[src/rtl/row_buffered_pkg.sv]
package row_buffered_pkg;
  typedef struct packed {
    logic memWrite;  // store the offered row into all banks
    logic loadBuf;   // capture the fetched row into a holding set
    logic loadSel;   // holding set being filled
    logic rdSel;     // holding set being streamed out
  } ctlStrobe_t;
endpackage

[src/rtl/row_buffered_dp.sv]
module row_buffered_dp
  import row_buffered_pkg::*;
#(
  parameter int BANKS  = 8,
  parameter int ROWS   = 16,
  parameter int WORD_W = 8
) (
  input  logic                            clk,
  input  ctlStrobe_t                      strobes,
  input  logic [$clog2(ROWS)-1:0]         wrRow,
  input  logic [BANKS*WORD_W-1:0]         wrData,
  input  logic [$clog2(ROWS)-1:0]         fetchRow,
  input  logic [$clog2(BANKS)-1:0]        rdOff,
  output logic [WORD_W-1:0]               outData
);
  logic [WORD_W-1:0] bankWord [BANKS];

  for (genvar b = 0; b < BANKS; b++) begin : g_bank
    logic [WORD_W-1:0] cells [ROWS];
    logic [WORD_W-1:0] hold  [2];

    always_ff @(posedge clk) begin
      if (strobes.memWrite) cells[wrRow] <= wrData[b*WORD_W +: WORD_W];
      if (strobes.loadBuf)  hold[strobes.loadSel] <= cells[fetchRow];
    end

    assign bankWord[b] = hold[strobes.rdSel];
  end

  assign outData = bankWord[rdOff];
endmodule

[src/rtl/row_buffered_ctrl.sv]
module row_buffered_ctrl
  import row_buffered_pkg::*;
#(
  parameter int BANKS     = 8,
  parameter int ROWS      = 16,
  parameter int FETCH_LAT = 8,
  parameter int LEN_W     = 8
) (
  input  logic                                    clk,
  input  logic                                    rstN,
  input  logic [$clog2(ROWS)+$clog2(BANKS)-1:0]   reqAddr,
  input  logic [LEN_W-1:0]                        reqLen,
  input  logic                                    reqValid,
  output logic                                    reqReady,
  input  logic                                    wrValid,
  output logic                                    wrReady,
  output logic                                    outValid,
  output logic                                    outLast,
  output ctlStrobe_t                              strobes,
  output logic [$clog2(ROWS)-1:0]                 fetchRow,
  output logic [$clog2(BANKS)-1:0]                rdOff
);
  localparam int OFF_W  = $clog2(BANKS);
  localparam int ROW_W  = $clog2(ROWS);
  localparam int CNT_W  = $clog2(FETCH_LAT + 1);
  localparam int RLEN_W = LEN_W + OFF_W + 1;

  logic              busy, fetching, wrSel, rdSel;
  logic [1:0]        full, fullNext;
  logic [CNT_W-1:0]  cntQ;
  logic [ROW_W-1:0]  rowQ;
  logic [OFF_W-1:0]  offQ;
  logic [LEN_W-1:0]  wordsLeft;
  logic [RLEN_W-1:0] rowsToFetch, rowsNeed;

  logic acceptRun, outFire, lastWord, releaseBuf, doneNow, nextSel, slotFree, startNext;

  always_comb begin
    acceptRun  = reqValid && !busy && (reqLen != '0);
    outFire    = busy && full[rdSel];
    lastWord   = outFire && (wordsLeft == LEN_W'(1));
    releaseBuf = outFire && ((offQ == OFF_W'(BANKS - 1)) || (wordsLeft == LEN_W'(1)));
    doneNow    = fetching && (cntQ == CNT_W'(1));
    nextSel    = doneNow ? ~wrSel : wrSel;
    slotFree   = !full[nextSel] || (releaseBuf && (rdSel == nextSel));
    startNext  = busy && (rowsToFetch != '0) && (!fetching || doneNow) && slotFree;
    rowsNeed   = (RLEN_W'(reqAddr[OFF_W-1:0]) + RLEN_W'(reqLen) + RLEN_W'(BANKS - 1)) >> OFF_W;
    fullNext   = full;
    if (doneNow)    fullNext[wrSel] = 1'b1;
    if (releaseBuf) fullNext[rdSel] = 1'b0;
  end

  always_ff @(posedge clk) begin
    if (!rstN) begin
      busy        <= 1'b0;
      fetching    <= 1'b0;
      wrSel       <= 1'b0;
      rdSel       <= 1'b0;
      full        <= '0;
      cntQ        <= '0;
      rowQ        <= '0;
      offQ        <= '0;
      wordsLeft   <= '0;
      rowsToFetch <= '0;
    end else if (acceptRun) begin
      busy        <= 1'b1;
      fetching    <= 1'b1;
      cntQ        <= CNT_W'(FETCH_LAT);
      rowQ        <= reqAddr[OFF_W +: ROW_W];
      offQ        <= reqAddr[OFF_W-1:0];
      wordsLeft   <= reqLen;
      rowsToFetch <= rowsNeed - RLEN_W'(1);
      wrSel       <= 1'b0;
      rdSel       <= 1'b0;
      full        <= '0;
    end else if (busy) begin
      full <= fullNext;
      if (outFire) begin
        offQ      <= offQ + OFF_W'(1);
        wordsLeft <= wordsLeft - LEN_W'(1);
      end
      if (releaseBuf) rdSel <= ~rdSel;
      if (doneNow)    wrSel <= ~wrSel;
      if (startNext) begin
        fetching    <= 1'b1;
        cntQ        <= CNT_W'(FETCH_LAT);
        rowQ        <= rowQ + ROW_W'(1);
        rowsToFetch <= rowsToFetch - RLEN_W'(1);
      end else if (doneNow) begin
        fetching <= 1'b0;
      end else if (fetching) begin
        cntQ <= cntQ - CNT_W'(1);
      end
      if (lastWord) busy <= 1'b0;
    end
  end

  assign reqReady = !busy;
  assign wrReady  = !busy;
  assign outValid = outFire;
  assign outLast  = lastWord;
  assign fetchRow = rowQ;
  assign rdOff    = offQ;

  always_comb begin
    strobes.memWrite = wrValid && !busy;
    strobes.loadBuf  = doneNow;
    strobes.loadSel  = wrSel;
    strobes.rdSel    = rdSel;
  end
endmodule

[src/rtl/row_buffered_mem.sv]
module row_buffered_mem
  import row_buffered_pkg::*;
#(
  parameter int BANKS     = 8,
  parameter int ROWS      = 16,
  parameter int WORD_W    = 8,
  parameter int FETCH_LAT = 8,
  parameter int LEN_W     = 8
) (
  input  logic                                    clk,
  input  logic                                    rstN,
  input  logic [$clog2(ROWS)+$clog2(BANKS)-1:0]   reqAddr,
  input  logic [LEN_W-1:0]                        reqLen,
  input  logic                                    reqValid,
  output logic                                    reqReady,
  output logic [WORD_W-1:0]                       outData,
  output logic                                    outValid,
  output logic                                    outLast,
  input  logic                                    wrValid,
  input  logic [$clog2(ROWS)-1:0]                 wrRow,
  input  logic [BANKS*WORD_W-1:0]                 wrData,
  output logic                                    wrReady
);
  ctlStrobe_t                   strobes;
  logic [$clog2(ROWS)-1:0]      fetchRow;
  logic [$clog2(BANKS)-1:0]     rdOff;

  row_buffered_ctrl #(
    .BANKS(BANKS), .ROWS(ROWS), .FETCH_LAT(FETCH_LAT), .LEN_W(LEN_W)
  ) u_ctrl (
    .clk(clk), .rstN(rstN),
    .reqAddr(reqAddr), .reqLen(reqLen), .reqValid(reqValid), .reqReady(reqReady),
    .wrValid(wrValid), .wrReady(wrReady),
    .outValid(outValid), .outLast(outLast),
    .strobes(strobes), .fetchRow(fetchRow), .rdOff(rdOff)
  );

  row_buffered_dp #(
    .BANKS(BANKS), .ROWS(ROWS), .WORD_W(WORD_W)
  ) u_dp (
    .clk(clk), .strobes(strobes),
    .wrRow(wrRow), .wrData(wrData),
    .fetchRow(fetchRow), .rdOff(rdOff),
    .outData(outData)
  );
endmodule

[config.mk]
export PLATFORM = sky130hd
export DESIGN_NAME = row_buffered_mem
export DESIGN_NICKNAME = d
export VERILOG_FILES = /design/src/rtl/row_buffered_pkg.sv /design/src/rtl/row_buffered_dp.sv /design/src/rtl/row_buffered_ctrl.sv /design/src/rtl/row_buffered_mem.sv
export SDC_FILE = /design/constraint.sdc
export NUM_CORES = 1
export LEC_CHECK = 0
export ABC_AREA = 1
export CAP_MARGIN = 5
export CORE_ASPECT_RATIO = 0.8
export CORE_MARGIN = 4
export CORE_UTILIZATION = 55
export CTS_CLUSTER_DIAMETER = 200
export DETAILED_ROUTE_END_ITERATION = 10
export DONT_BUFFER_PORTS = 1
export PLACE_DENSITY = 0.7
export SETUP_SLACK_MARGIN = 0.2
export SYNTH_ARGS = -nofsm -noshare
export SYNTH_HDL_FRONTEND = slang
export SYNTH_SLANG_ARGS = --single-unit
[constraint.sdc]
create_clock -name clk -period 5.7 [get_ports clk]
set_input_delay 0.855 -clock clk [delete_from_list [all_inputs] [get_ports clk]]
set_output_delay 0.855 -clock clk [all_outputs]
set_load 0.005 [all_outputs]
==> impl_metrics.py <==
metrics = {
    "synthesis": {
        "synth.distinct_cells": 39,
        "syn_avg_cell_area_sq_um": 13.93,
        "synth-seq-cells": 1194,
        "yosysSeqAreaShare_pct": 73.35,
        "synth-async-reset-ratio_pct": 0,
        "yosys_warnings": 0,
        "syn_area_sq_um": 48310,
        "synth_area_leaders": "edfxtp_1, mux2i_1, o211ai_1",
        "syn-num-nets": 3570,
        "synthFlopType": "edfxtp_1",
        "synth_top_area_share_pct": 71.61,
        "postSynthCellCount": 3468,
        "synth-edff-count": 1152,
        "yosysTopAreaCell": "edfxtp_1",
    },
    "sta": {
        "final.min_clock_period_ns": 3.858,
        "rsz0062_at_grt": "false",
        "fin_setup_tns_ns": 0,
        "tightestPinTransition_ns": 1.231,
        "whs_ns": 0.2647,
        "setup_viol": 0,
        "min_period_over_period_pct": 67.68,
        "hold_viol_final": 0,
        "slew_headroom_pct": 17.93,
        "skew_ns": 0.02163,
        "report.final.slew_viol_count": 0,
        "fmax_mhz": 259.2,
    },
    "detailed_routing": {
        "drt_iter0_markers": 3346,
        "viasPerCell": 6.080,
        "drc_errors": 0,
        "drt_pre_antenna_iters": 5,
        "routed_wl_um": 113700,
        "ant_nets": 0,
        "vias": 28120,
        "wire_per_inst_um": 24.60,
    },
    "cells_and_area": {
        "regArea_sq_um": 35450,
        "synthToLayoutAreaGrowth_pct": 9.524,
        "final_common_cell": "edfxtp_1",
        "final_cell_mix": "edfxtp_1, o21ai_0, inv_1",
        "design_area_sq_um": 52910,
        "multi_input_area_sq_um": 10810,
        "fill_cells": 6374,
        "final_nets": 3512,
        "drive_gt1_share_pct": 6.636,
    },
    "worst_setup_path": {
        "critPathRequiredTime_ns": 4.85,
        "critical_path_class": "reg2out",
        "critPathArrivalTime_ns": 3.00,
        "critPathMaxFanout": 13,
        "end_kind": "primary output",
        "cp-start-kind": "register",
    },
    "floorplanning": {
        "start_util_pct": 55.86,
        "die_h_um": 273.1,
        "io_pins": 99,
        "rows": 96,
        "die_area_sq_um": 92670,
        "die_width_um": 339.3,
        "core_area_sq_um": 86480,
    },
    "clock_tree": {
        "clock_sinks": 1194,
        "ctsHtreeMaxLevel": 3,
        "cts_buffers": 111,
        "cts_tree": "yes",
        "post_cts_buffers": 0,
        "cts-root-buf": "clkbuf_16",
        "insertion_delay_ns": 0.69,
        "clkTransAtPathRegs_ns": 0.06,
        "cts_hold_buf": 0,
        "cts_buffer_depth": 3,
        "ctsResizeCount": 0,
    },
    "grt": {
        "grt_max_degree": 164,
        "grt_pass1_vias": 26930,
        "antenna_found_initial": 7,
        "grt_usage_pct": 24.16,
        "grt-ovfl-total": 0,
        "grt_pass1_wl_um": 169600,
    },
    "power_and_ir_drop": {
        "power.density_nw_per_um2": 354.8,
        "leakage_uw": 0.01762,
        "ir_worst_vdd_v": 0.0002937,
    },
    "placed_design": {
        "place.gp.congestion": 0.8241,
        "dp_hpwl_um": 66590,
        "dpl_cell_area_sq_um": 49520,
        "place.port_buffers": 0,
    },
    "hold_path": {
        "hold_path.class": "in2reg",
    },
    "run": {
        "maxCapViolCount": 0,
    },
    "run_status": {
        "status": "completed",
    },
}
## synth_stat cells, types with 2 or more instances
| master | n |
|---|---|
| a21oi_1 | 312 |
| a31oi_1 | 9 |
| buf_1 | 19 |
| buf_2 | 41 |
| buf_4 | 2 |
| buf_6 | 2 |
| clkbuf_1 | 152 |
| dfxtp_1 | 42 |
| edfxtp_1 | 1152 |
| ha_1 | 14 |
| inv_1 | 350 |
| inv_2 | 4 |
| mux2i_1 | 288 |
| nand2_1 | 176 |
| nand2_2 | 5 |
| nand3_1 | 127 |
| nand3_2 | 3 |
| nand3b_1 | 3 |
| nand4_1 | 11 |
| nor2_1 | 56 |
| nor2_2 | 3 |
| nor3_1 | 5 |
| o211ai_1 | 290 |
| o21a_1 | 2 |
| o21ai_0 | 376 |
| o221ai_1 | 2 |
| xnor2_1 | 3 |
| xor2_1 | 8 |
## path summary, 6_finish.rpt
| kind | startpoint | to | slack, ns | cells after the start |
|---|---|---|---|---|
| setup / recovery | u_ctrl.busy$_SDFF_PN0_ | outLast | 1.84 | 4 |
| hold / removal | wrData[62] | u_dp.g_bank[7].cells[13][6]$_DFFE_PP_ | 0.26 | 0 |
| setup reg to reg | u_ctrl.busy$_SDFF_PN0_ | register | 2.55 | 8 |
| hold reg to reg | u_ctrl.full[1]$_SDFFE_PP0P_ | u_ctrl.full[1]$_SDFFE_PP0P_ | 0.46 | 2 |
## stage by stage
| stage | std cells | util [%] | power (uW) | setup slack, ns |
|---|---|---|---|---|
| after floorplan | 3468 | - | 11310 | 1.320 |
| after global placement | 4424 | 57.26 | 11870 | 2.278 |
| after detailed placement | 4424 | 57.26 | 11930 | 2.170 |
| after CTS | 4623 | 61.17 | 18850 | 1.826 |
| after global routing | 4623 | 61.17 | 19440 | 1.599 |
| final | 4624 | 61.18 | 18770 | 1.842 |
## worst max-delay path: stages (launching register included)
cell	delay (ns)
dfxtp_1	0.59
inv_1	0.29
nor3_2	0.77
inv_1	0.33
nor2_1	0.35
## cell type report
class	count	share of cell area, %
antenna	1	0.004730
clock buffer	137	5.515
clock inverter	62	0.8892
inverter	355	2.547
multi-input combinational	1703	20.42
sequential	1194	67.01
tap	1127	2.665
timing repair buffer	45	0.9460
## power by group
| part | total, uW | internal, uW | switching [uW] |
|---|---|---|---|
| clock | 7000 | 3920 | 3080 |
| sequential | 9890 | 9800 | 94.5 |
| combinational | 1880 | 572 | 1310 |
| total | 18800 | 14300 | 4480 |
## metal layers
| metal | track usage, % | up-vias | part of all wire [%] |
|---|---|---|---|
| li1 | - | 12810 | - |
| met1 | 36.20 | 13950 | 44 |
| met2 | 37.24 | 1207 | 45 |
| met3 | 4.601 | 149 | 9.0 |
| met4 | 5.342 | 0 | 1.8 |
| met5 | 0 | - | 0 |
## logic make-up after synthesis
family | Yosys count | synth area share, %
DFF | 1194 | 73.35
AOI/OAI and AO/OA | 998 | 11.93
buffers and inverters | 571 | 4.590
and+or+nand+nor | 391 | 3.559
muxes | 288 | 5.968
adders and majority gates | 15 | 0.4041
xor gates and xnor gates | 11 | 0.1995
## registers in the layout, indices dropped and copies added (netlist names), named ones only
| name | flops |
|---|---|
| u_dp.g_bank.cells | 1024 |
| u_dp.g_bank.hold | 128 |
| u_ctrl.rowsToFetch | 12 |
| u_ctrl.wordsLeft | 8 |
| u_ctrl.cntQ | 4 |
| u_ctrl.fetchRow | 4 |
| u_ctrl.rdOff | 3 |
| u_ctrl.full | 2 |
| u_ctrl.busy | 1 |
| u_ctrl.fetching | 1 |
| u_ctrl.rdSel | 1 |
| u_ctrl.wrSel | 1 |
Power figures use the tool's default switching activity.
